$ cat config.mk
export PLATFORM = sky130hd
export DESIGN_NAME = hub_fp_adder
export DESIGN_NICKNAME = d
export VERILOG_FILES = /design/src/rtl/hub_fp_pkg.sv /design/src/rtl/hub_fp_align.sv /design/src/rtl/hub_fp_lzd.sv /design/src/rtl/hub_fp_norm.sv /design/src/rtl/hub_fp_adder.sv
export SDC_FILE = /design/constraint.sdc
export NUM_CORES = 1
export LEC_CHECK = 0
export ABC_AREA = 1
export BUFFER_PORTS_ARGS = -buffer_cell sky130_fd_sc_hd__buf_2
export CORE_MARGIN = 3
export CORE_UTILIZATION = 60
export DETAILED_ROUTE_END_ITERATION = 8
export PLACE_DENSITY = 0.79
export RECOVER_POWER = 100
export SETUP_SLACK_MARGIN = 0.3
export SYNTH_ARGS = -nofsm -noshare
export SYNTH_HDL_FRONTEND = slang
export SYNTH_SLANG_ARGS = --single-unit
$ cat constraint.sdc
create_clock -name clk -period 11.45 [get_ports clk]
set_input_delay 0 -clock clk [delete_from_list [all_inputs] [get_ports clk]]
set_output_delay 0 -clock clk [all_outputs]
set_load 0.01 [all_outputs]
$ cat src/rtl/hub_fp_pkg.sv
// Shared definitions for the HUB floating-point adder.
// Assumes: nothing beyond the enum below is shared between stages.
package hub_fp_pkg;
    // Which of the result-forming paths stage 2 must take
    typedef enum logic [1:0] {
        PATH_ARITH = 2'd0,   // both operands non-zero: add or subtract
        PATH_PASS  = 2'd1,   // exactly one operand zero: forward the other
        PATH_ZERO  = 2'd2    // both operands zero
    } hub_path_e;
endpackage

$ cat src/rtl/hub_fp_align.sv
// Stage-1 logic: orders the operands by magnitude, builds the significands
// with hidden leading one and implicit trailing one, and right-shifts the
// smaller one. Assumes exponent field zero encodes zero. Shifts of MAN_W+2
// or more clear the smaller operand, since it can no longer change a
// truncated result.
module hub_fp_align
    import hub_fp_pkg::*;
#(
    parameter int EXP_W = 8,
    parameter int MAN_W = 23
) (
    input  logic                     op_sub,
    input  logic [EXP_W+MAN_W:0]     opa,
    input  logic [EXP_W+MAN_W:0]     opb,
    output hub_path_e                path,
    output logic                     res_sign,
    output logic                     eff_sub,
    output logic [EXP_W-1:0]         big_exp,
    output logic [MAN_W+1:0]         big_sig,
    output logic [2*MAN_W+2:0]       small_al,
    output logic [EXP_W+MAN_W:0]     pass_word
);
    localparam int W    = 1 + EXP_W + MAN_W;
    localparam int AL_W = 2 * MAN_W + 3;
    localparam int SH_W = $clog2(MAN_W + 3);

    logic             sa, sb_eff, a_zero, b_zero, swap, far;
    logic [EXP_W-1:0] ea, eb, es, diff;
    logic [MAN_W-1:0] ma, mb, mbig, msmall;
    logic [31:0]      diff32;
    logic [AL_W-1:0]  small_ext;

    // Field extraction and effective sign of the second operand
    always_comb begin
        sa     = opa[W-1];
        ea     = opa[W-2 -: EXP_W];
        ma     = opa[MAN_W-1:0];
        sb_eff = opb[W-1] ^ op_sub;
        eb     = opb[W-2 -: EXP_W];
        mb     = opb[MAN_W-1:0];
        a_zero = (ea == '0);
        b_zero = (eb == '0);
        swap   = ({eb, mb} > {ea, ma});
    end

    // Select larger/smaller operand and align the smaller one
    always_comb begin
        big_exp   = swap ? eb : ea;
        mbig      = swap ? mb : ma;
        es        = swap ? ea : eb;
        msmall    = swap ? ma : mb;
        res_sign  = swap ? sb_eff : sa;
        eff_sub   = sa ^ sb_eff;
        diff      = big_exp - es;
        diff32    = 32'(diff);
        far       = (diff32 >= 32'(MAN_W + 2));
        big_sig   = {1'b1, mbig, 1'b1};
        small_ext = {1'b1, msmall, 1'b1, {(MAN_W + 1){1'b0}}};
        small_al  = far ? '0 : (small_ext >> diff32[SH_W-1:0]);
    end

    // Zero-operand routing
    always_comb begin
        if (a_zero && b_zero) begin
            path      = PATH_ZERO;
            pass_word = '0;
        end else if (a_zero) begin
            path      = PATH_PASS;
            pass_word = {sb_eff, eb, mb};
        end else if (b_zero) begin
            path      = PATH_PASS;
            pass_word = opa;
        end else begin
            path      = PATH_ARITH;
            pass_word = '0;
        end
    end
endmodule

$ cat src/rtl/hub_fp_lzd.sv
// Leading-one detector: reports the index of the highest set bit.
// Assumes: the caller handles the all-zero input separately (pos is 0 then).
module hub_fp_lzd #(
    parameter int IN_W = 50
) (
    input  logic [IN_W-1:0]         vec,
    output logic [$clog2(IN_W)-1:0] pos
);
    localparam int POS_W = $clog2(IN_W);

    // Scan upward; the highest set bit wins
    always_comb begin
        pos = '0;
        for (int i = 0; i < IN_W; i++) begin
            if (vec[i]) pos = POS_W'(i);
        end
    end
endmodule

$ cat src/rtl/hub_fp_norm.sv
// Stage-2 logic: adds or subtracts the aligned significands exactly,
// normalises on the leading one, keeps MAN_W bits below it (truncation is
// the rounding), and applies saturation and flush-to-zero to the exponent.
// Assumes the larger-magnitude operand arrives as big_sig, so the
// difference is never negative.
module hub_fp_norm
    import hub_fp_pkg::*;
#(
    parameter int EXP_W = 8,
    parameter int MAN_W = 23
) (
    input  hub_path_e                path,
    input  logic                     res_sign,
    input  logic                     eff_sub,
    input  logic [EXP_W-1:0]         big_exp,
    input  logic [MAN_W+1:0]         big_sig,
    input  logic [2*MAN_W+2:0]       small_al,
    input  logic [EXP_W+MAN_W:0]     pass_word,
    output logic [EXP_W+MAN_W:0]     word
);
    localparam int SUM_W   = 2 * MAN_W + 4;
    localparam int POS_W   = $clog2(SUM_W);
    localparam int XW      = EXP_W + POS_W + 2;
    localparam int EXP_MAX = (1 << EXP_W) - 1;

    logic [SUM_W-1:0] big_ext, small_ext, sum;
    logic [POS_W-1:0] lead, sh;
    logic [MAN_W:0]   top_bits;
    logic [XW-1:0]    e_adj;
    logic             nonzero, under, over;

    // Exact add/subtract of the aligned significands
    always_comb begin
        big_ext   = {1'b0, big_sig, {(MAN_W + 1){1'b0}}};
        small_ext = {1'b0, small_al};
        sum       = eff_sub ? (big_ext - small_ext) : (big_ext + small_ext);
    end

    hub_fp_lzd #(.IN_W(SUM_W)) u_lzd (
        .vec (sum),
        .pos (lead)
    );

    // Normalise, truncate, and adjust the exponent
    always_comb begin
        sh       = POS_W'(SUM_W - 1) - lead;
        top_bits = (MAN_W + 1)'((sum << sh) >> (SUM_W - 1 - MAN_W));
        nonzero  = top_bits[MAN_W];
        e_adj    = XW'(big_exp) + XW'(lead) - XW'(SUM_W - 2);
        under    = e_adj[XW-1] || (e_adj == '0);
        over     = !e_adj[XW-1] && (e_adj > XW'(EXP_MAX));
    end

    // Pick the output word for the path in use
    always_comb begin
        unique case (path)
            PATH_ZERO: word = '0;
            PATH_PASS: word = pass_word;
            default: begin
                if (!nonzero || under)
                    word = '0;
                else if (over)
                    word = {res_sign, {EXP_W{1'b1}}, {MAN_W{1'b1}}};
                else
                    word = {res_sign, e_adj[EXP_W-1:0], top_bits[MAN_W-1:0]};
            end
        endcase
    end
endmodule

$ cat src/rtl/hub_fp_adder.sv
// Top of the HUB floating-point adder/subtractor. Two register stages:
// alignment results, then the packed sum. Latency is two edges and a new
// pair may enter every cycle. Assumes a synchronous active-low reset.
module hub_fp_adder
    import hub_fp_pkg::*;
#(
    parameter int EXP_W = 8,
    parameter int MAN_W = 23
) (
    input  logic                 clk,
    input  logic                 rst_n,
    input  logic                 in_valid,
    input  logic                 op_sub,
    input  logic [EXP_W+MAN_W:0] opa,
    input  logic [EXP_W+MAN_W:0] opb,
    output logic                 out_valid,
    output logic [EXP_W+MAN_W:0] result
);
    localparam int W    = 1 + EXP_W + MAN_W;
    localparam int AL_W = 2 * MAN_W + 3;

    hub_path_e        a_path, s1_path;
    logic             a_sign, a_sub, s1_sign, s1_sub, s1_valid;
    logic [EXP_W-1:0] a_exp, s1_exp;
    logic [MAN_W+1:0] a_sig, s1_sig;
    logic [AL_W-1:0]  a_small, s1_small;
    logic [W-1:0]     a_pass, s1_pass, n_word;

    hub_fp_align #(.EXP_W(EXP_W), .MAN_W(MAN_W)) u_align (
        .op_sub    (op_sub),
        .opa       (opa),
        .opb       (opb),
        .path      (a_path),
        .res_sign  (a_sign),
        .eff_sub   (a_sub),
        .big_exp   (a_exp),
        .big_sig   (a_sig),
        .small_al  (a_small),
        .pass_word (a_pass)
    );

    // Stage-1 register: capture aligned operands when a pair arrives
    always_ff @(posedge clk) begin
        if (!rst_n) begin
            s1_valid <= 1'b0;
            s1_path  <= PATH_ZERO;
            s1_sign  <= 1'b0;
            s1_sub   <= 1'b0;
            s1_exp   <= '0;
            s1_sig   <= '0;
            s1_small <= '0;
            s1_pass  <= '0;
        end else begin
            s1_valid <= in_valid;
            if (in_valid) begin
                s1_path  <= a_path;
                s1_sign  <= a_sign;
                s1_sub   <= a_sub;
                s1_exp   <= a_exp;
                s1_sig   <= a_sig;
                s1_small <= a_small;
                s1_pass  <= a_pass;
            end
        end
    end

    hub_fp_norm #(.EXP_W(EXP_W), .MAN_W(MAN_W)) u_norm (
        .path      (s1_path),
        .res_sign  (s1_sign),
        .eff_sub   (s1_sub),
        .big_exp   (s1_exp),
        .big_sig   (s1_sig),
        .small_al  (s1_small),
        .pass_word (s1_pass),
        .word      (n_word)
    );

    // Output register: publish the packed result with its valid
    always_ff @(posedge clk) begin
        if (!rst_n) begin
            out_valid <= 1'b0;
            result    <= '0;
        end else begin
            out_valid <= s1_valid;
            if (s1_valid) result <= n_word;
        end
    end
endmodule

==> metrics.txt <==
outcome complete, but fails checks; failing checks max-capacitance violations, max-slew violations; Mapped Avg Cell Area 5.77 um^2; Initial Util 0.616; VDD IR max 264 uV; combinational share of power 0.621; Syn Inst Count 2721; Synth Flop Type dfxtp_1; GRT busiest layer met2; pin count of the biggest net entering global routing 109; max_slew headroom -2.00; vias per inst 6.12; total CTS buffers 17; critical path type flip-flop to flip-flop; CTS root buffer clkbuf_16; CP max FO 52; vias after detailed routing 18.6k; Post-CTS Setup Inserts 0; CP max-delay cell nand2_1; routing usage on met3 0.0441; die height 168 um; clock slew seen by the registers of the worst setup and hold paths 80 ps; row cnt 58; proportion of layout cells with a drive suffix above 1 0.0541; net switching power figure 1.61 mW; post-synthesis sequential area ratio 0.193; Setup Viol. Count Final 0; GRT overflow 0; Power Internal 1.38 mW; IO Count 101; Final Slew Violations 369; H-Tree Depth 4; CP peak stage delay 1310 ps; Setup crit end kind flip-flop; met1 usage 0.528; Sink Count 151; drt first-iter violations 2442; WL final 54.7 mm; Synth cell types 54; Global Route met2 Usage 0.616; area of the mapped netlist 15700 um^2; unrepaired setup endpoints after global routing no; Warnings, synthesis 0; Clock power frac 0.187; worst slew pin tran 4490 ps; largest cells by area after synthesis dfxtp_1 19%, nand2_1 19%, nand3_1 13%; TritonCTS clock tree done; Seq pwr share 0.193; cts repair resizes 0; Worst Hold Class primary input to flip-flop; Post-synth EDFFs 0; Fmax 101 MHz; DR WL/cell 18.0 um; RePlAce Congestion 0.984; fin util 0.654; ant diodes 0; syn nets 2885; Final Net Count 2868; die width 168 um; min Tclk post-route 9870 ps; CORE AREA 25500 um^2; required time of the critical path 11820 ps; Post-DRT Antenna Nets 0; top-count cell post-synth nand2_1; sum of negative setup slack 0 ps; fin crit share 0.862; Final HPWL DP 41.3 mm; Clock Path Buffers 2; Total GRT Usage 0.381; DRT Pass-1 Iters 6; Post-route DRC 0; share of synthesized registers carrying an async set or reset 0; Clk Latency, worst-skew pair 430 ps; clock skew 15.8 ps; fillers 2562; Max Cap Viol 6; vias in the first global route 17.0k; port bufs 100; post-synth top area share 0.193; Lkg Pwr 7.96 nW; switching share of power 0.539; initial antenna violation count 0; first-pass GRT wire length 88.2 mm; Synth area leader dfxtp_1; DIE AREA 28100 um^2; WP data arrival 10240 ps; area grow syn2layout 6.13%; Final Hold Viols 0; pwr/cell area 180 nW/um^2; #FFs+latches synth 151; crit start category flip-flop; commonest cells in the netlist 785 x nand2_1, 403 x nand3_1, 277 x a21oi_1
==> kinds of logic (layout without fill, tap and decap cells) <==
group,after synthesis,in the layout,share of synthesized area
XOR/XNOR,51,51,0.0289
buffers and inverters,429,425,0.108
AND/OR/NAND/NOR,1350,1350,0.367
adder cells (fa/ha/maj),96,96,0.0775
AO/OA/AOI/OAI,635,635,0.220
multiplexers,9,9,0.00574
flip-flops,151,151,0.193
==> worst paths after layout <==
path | from | to | slack [ps] | cells after the start
worst max-delay path | s1_small[28] | result[0] | 1580 | 36
worst min register to register | s1_pass[26] | s1_pass[26] | 480 | 2
worst max register to register | s1_small[28] | result[0] | 1580 | 36
worst min-delay path | opb[10] | s1_sig[11] | 30 | 3
==> cell usage in the layout, fill, tap and decap left out, types with 4 or more instances in the layout <==
master and count:
clkbuf_16 17, a21oi_1 277, o31ai_1 8, nor2_1 93, ha_1 94, nand4_1 18, o22ai_1 5, nor3_1 20
clkbuf_1 41, o21ai_1 19, mux2i_1 9, o211ai_1 39, a31oi_1 19, inv_2 11, inv_8 5, inv_1 249
dlygate4sd3_1 9, or2_2 5, o21bai_1 9, nand2_1 786, nor4_1 7, buf_2 64, buf_4 13, a21boi_1 4
xor2_1 44, nand3_1 403, nor2_2 4, nand3b_1 4, xnor2_1 5, clkinv_1 4, dfxtp_1 151, o21ai_0 231
==> area by class of cell <==
type	instances	area, um^2	share of cell area
multi-input combinational	2141	11000	0.659
timing repair buffer	127	662	0.0397
tap	330	413	0.0248
clock inverter	15	155	0.00932
clock buffer	17	425	0.0255
inverter	266	1000	0.0601
sequential	151	3020	0.182
==> state kept, by name, indices dropped and copies added (netlist names) <==
name       count
s1_path        2
s1_pass       32
s1_valid       1
s1_sig        24
out_valid      1
s1_small      49
s1_sign        1
s1_exp         8
s1_sub         1
result        32
==> worst max-delay path: cells and delay by family, from the launching register on <==
family / cells / cell delay, ps
fa+ha+maj: 2 / 1090
flops: 1 / 360
xor+xnor: 1 / 310
simple gates: 16 / 4450
buf+inv: 5 / 510
compound gates: 12 / 3050
==> metrics by stage <==
step / setup WS (ps) / hold WS, ps / cell area (um^2) / power (mW) / cells
finish: 1580 / 28.1 / 16700 / 2.99 / 3047
global route: 666 / 46.6 / 16700 / 3.23 / 3047
CTS: 2350 / 7.63 / 16700 / 2.93 / 3047
detailed placement: 2440 / 356 / 16100 / 2.37 / 3006
global placement: 2790 / 346 / 16100 / 2.36 / 3006
floorplan: 5000 / 203 / 15700 / 1.96 / 2721
==> metal layers <==
metal	up-vias	part of all wire
met5	-	0
li1	9056	-
met1	8474	0.43
met3	124	0.085
met2	986	0.45
met4	0	0.034
==> timing repair <==
action	4_1_cts	5_1_grt
endpoints found under the hold margin	12	0
hold buffers	9	0
setup endpoints to repair	0	0
==> power groups by stage <==
stage,clock [mW],sequential [mW],combinational (mW)
after floorplan,0,0.581,1.38
after global placement,0,0.586,1.77
after detailed placement,0,0.586,1.79
after CTS,0.558,0.575,1.80
after global routing,0.577,0.578,2.07
final,0.559,0.576,1.86
No activity file was read; power rests on OpenSTA's default activity.
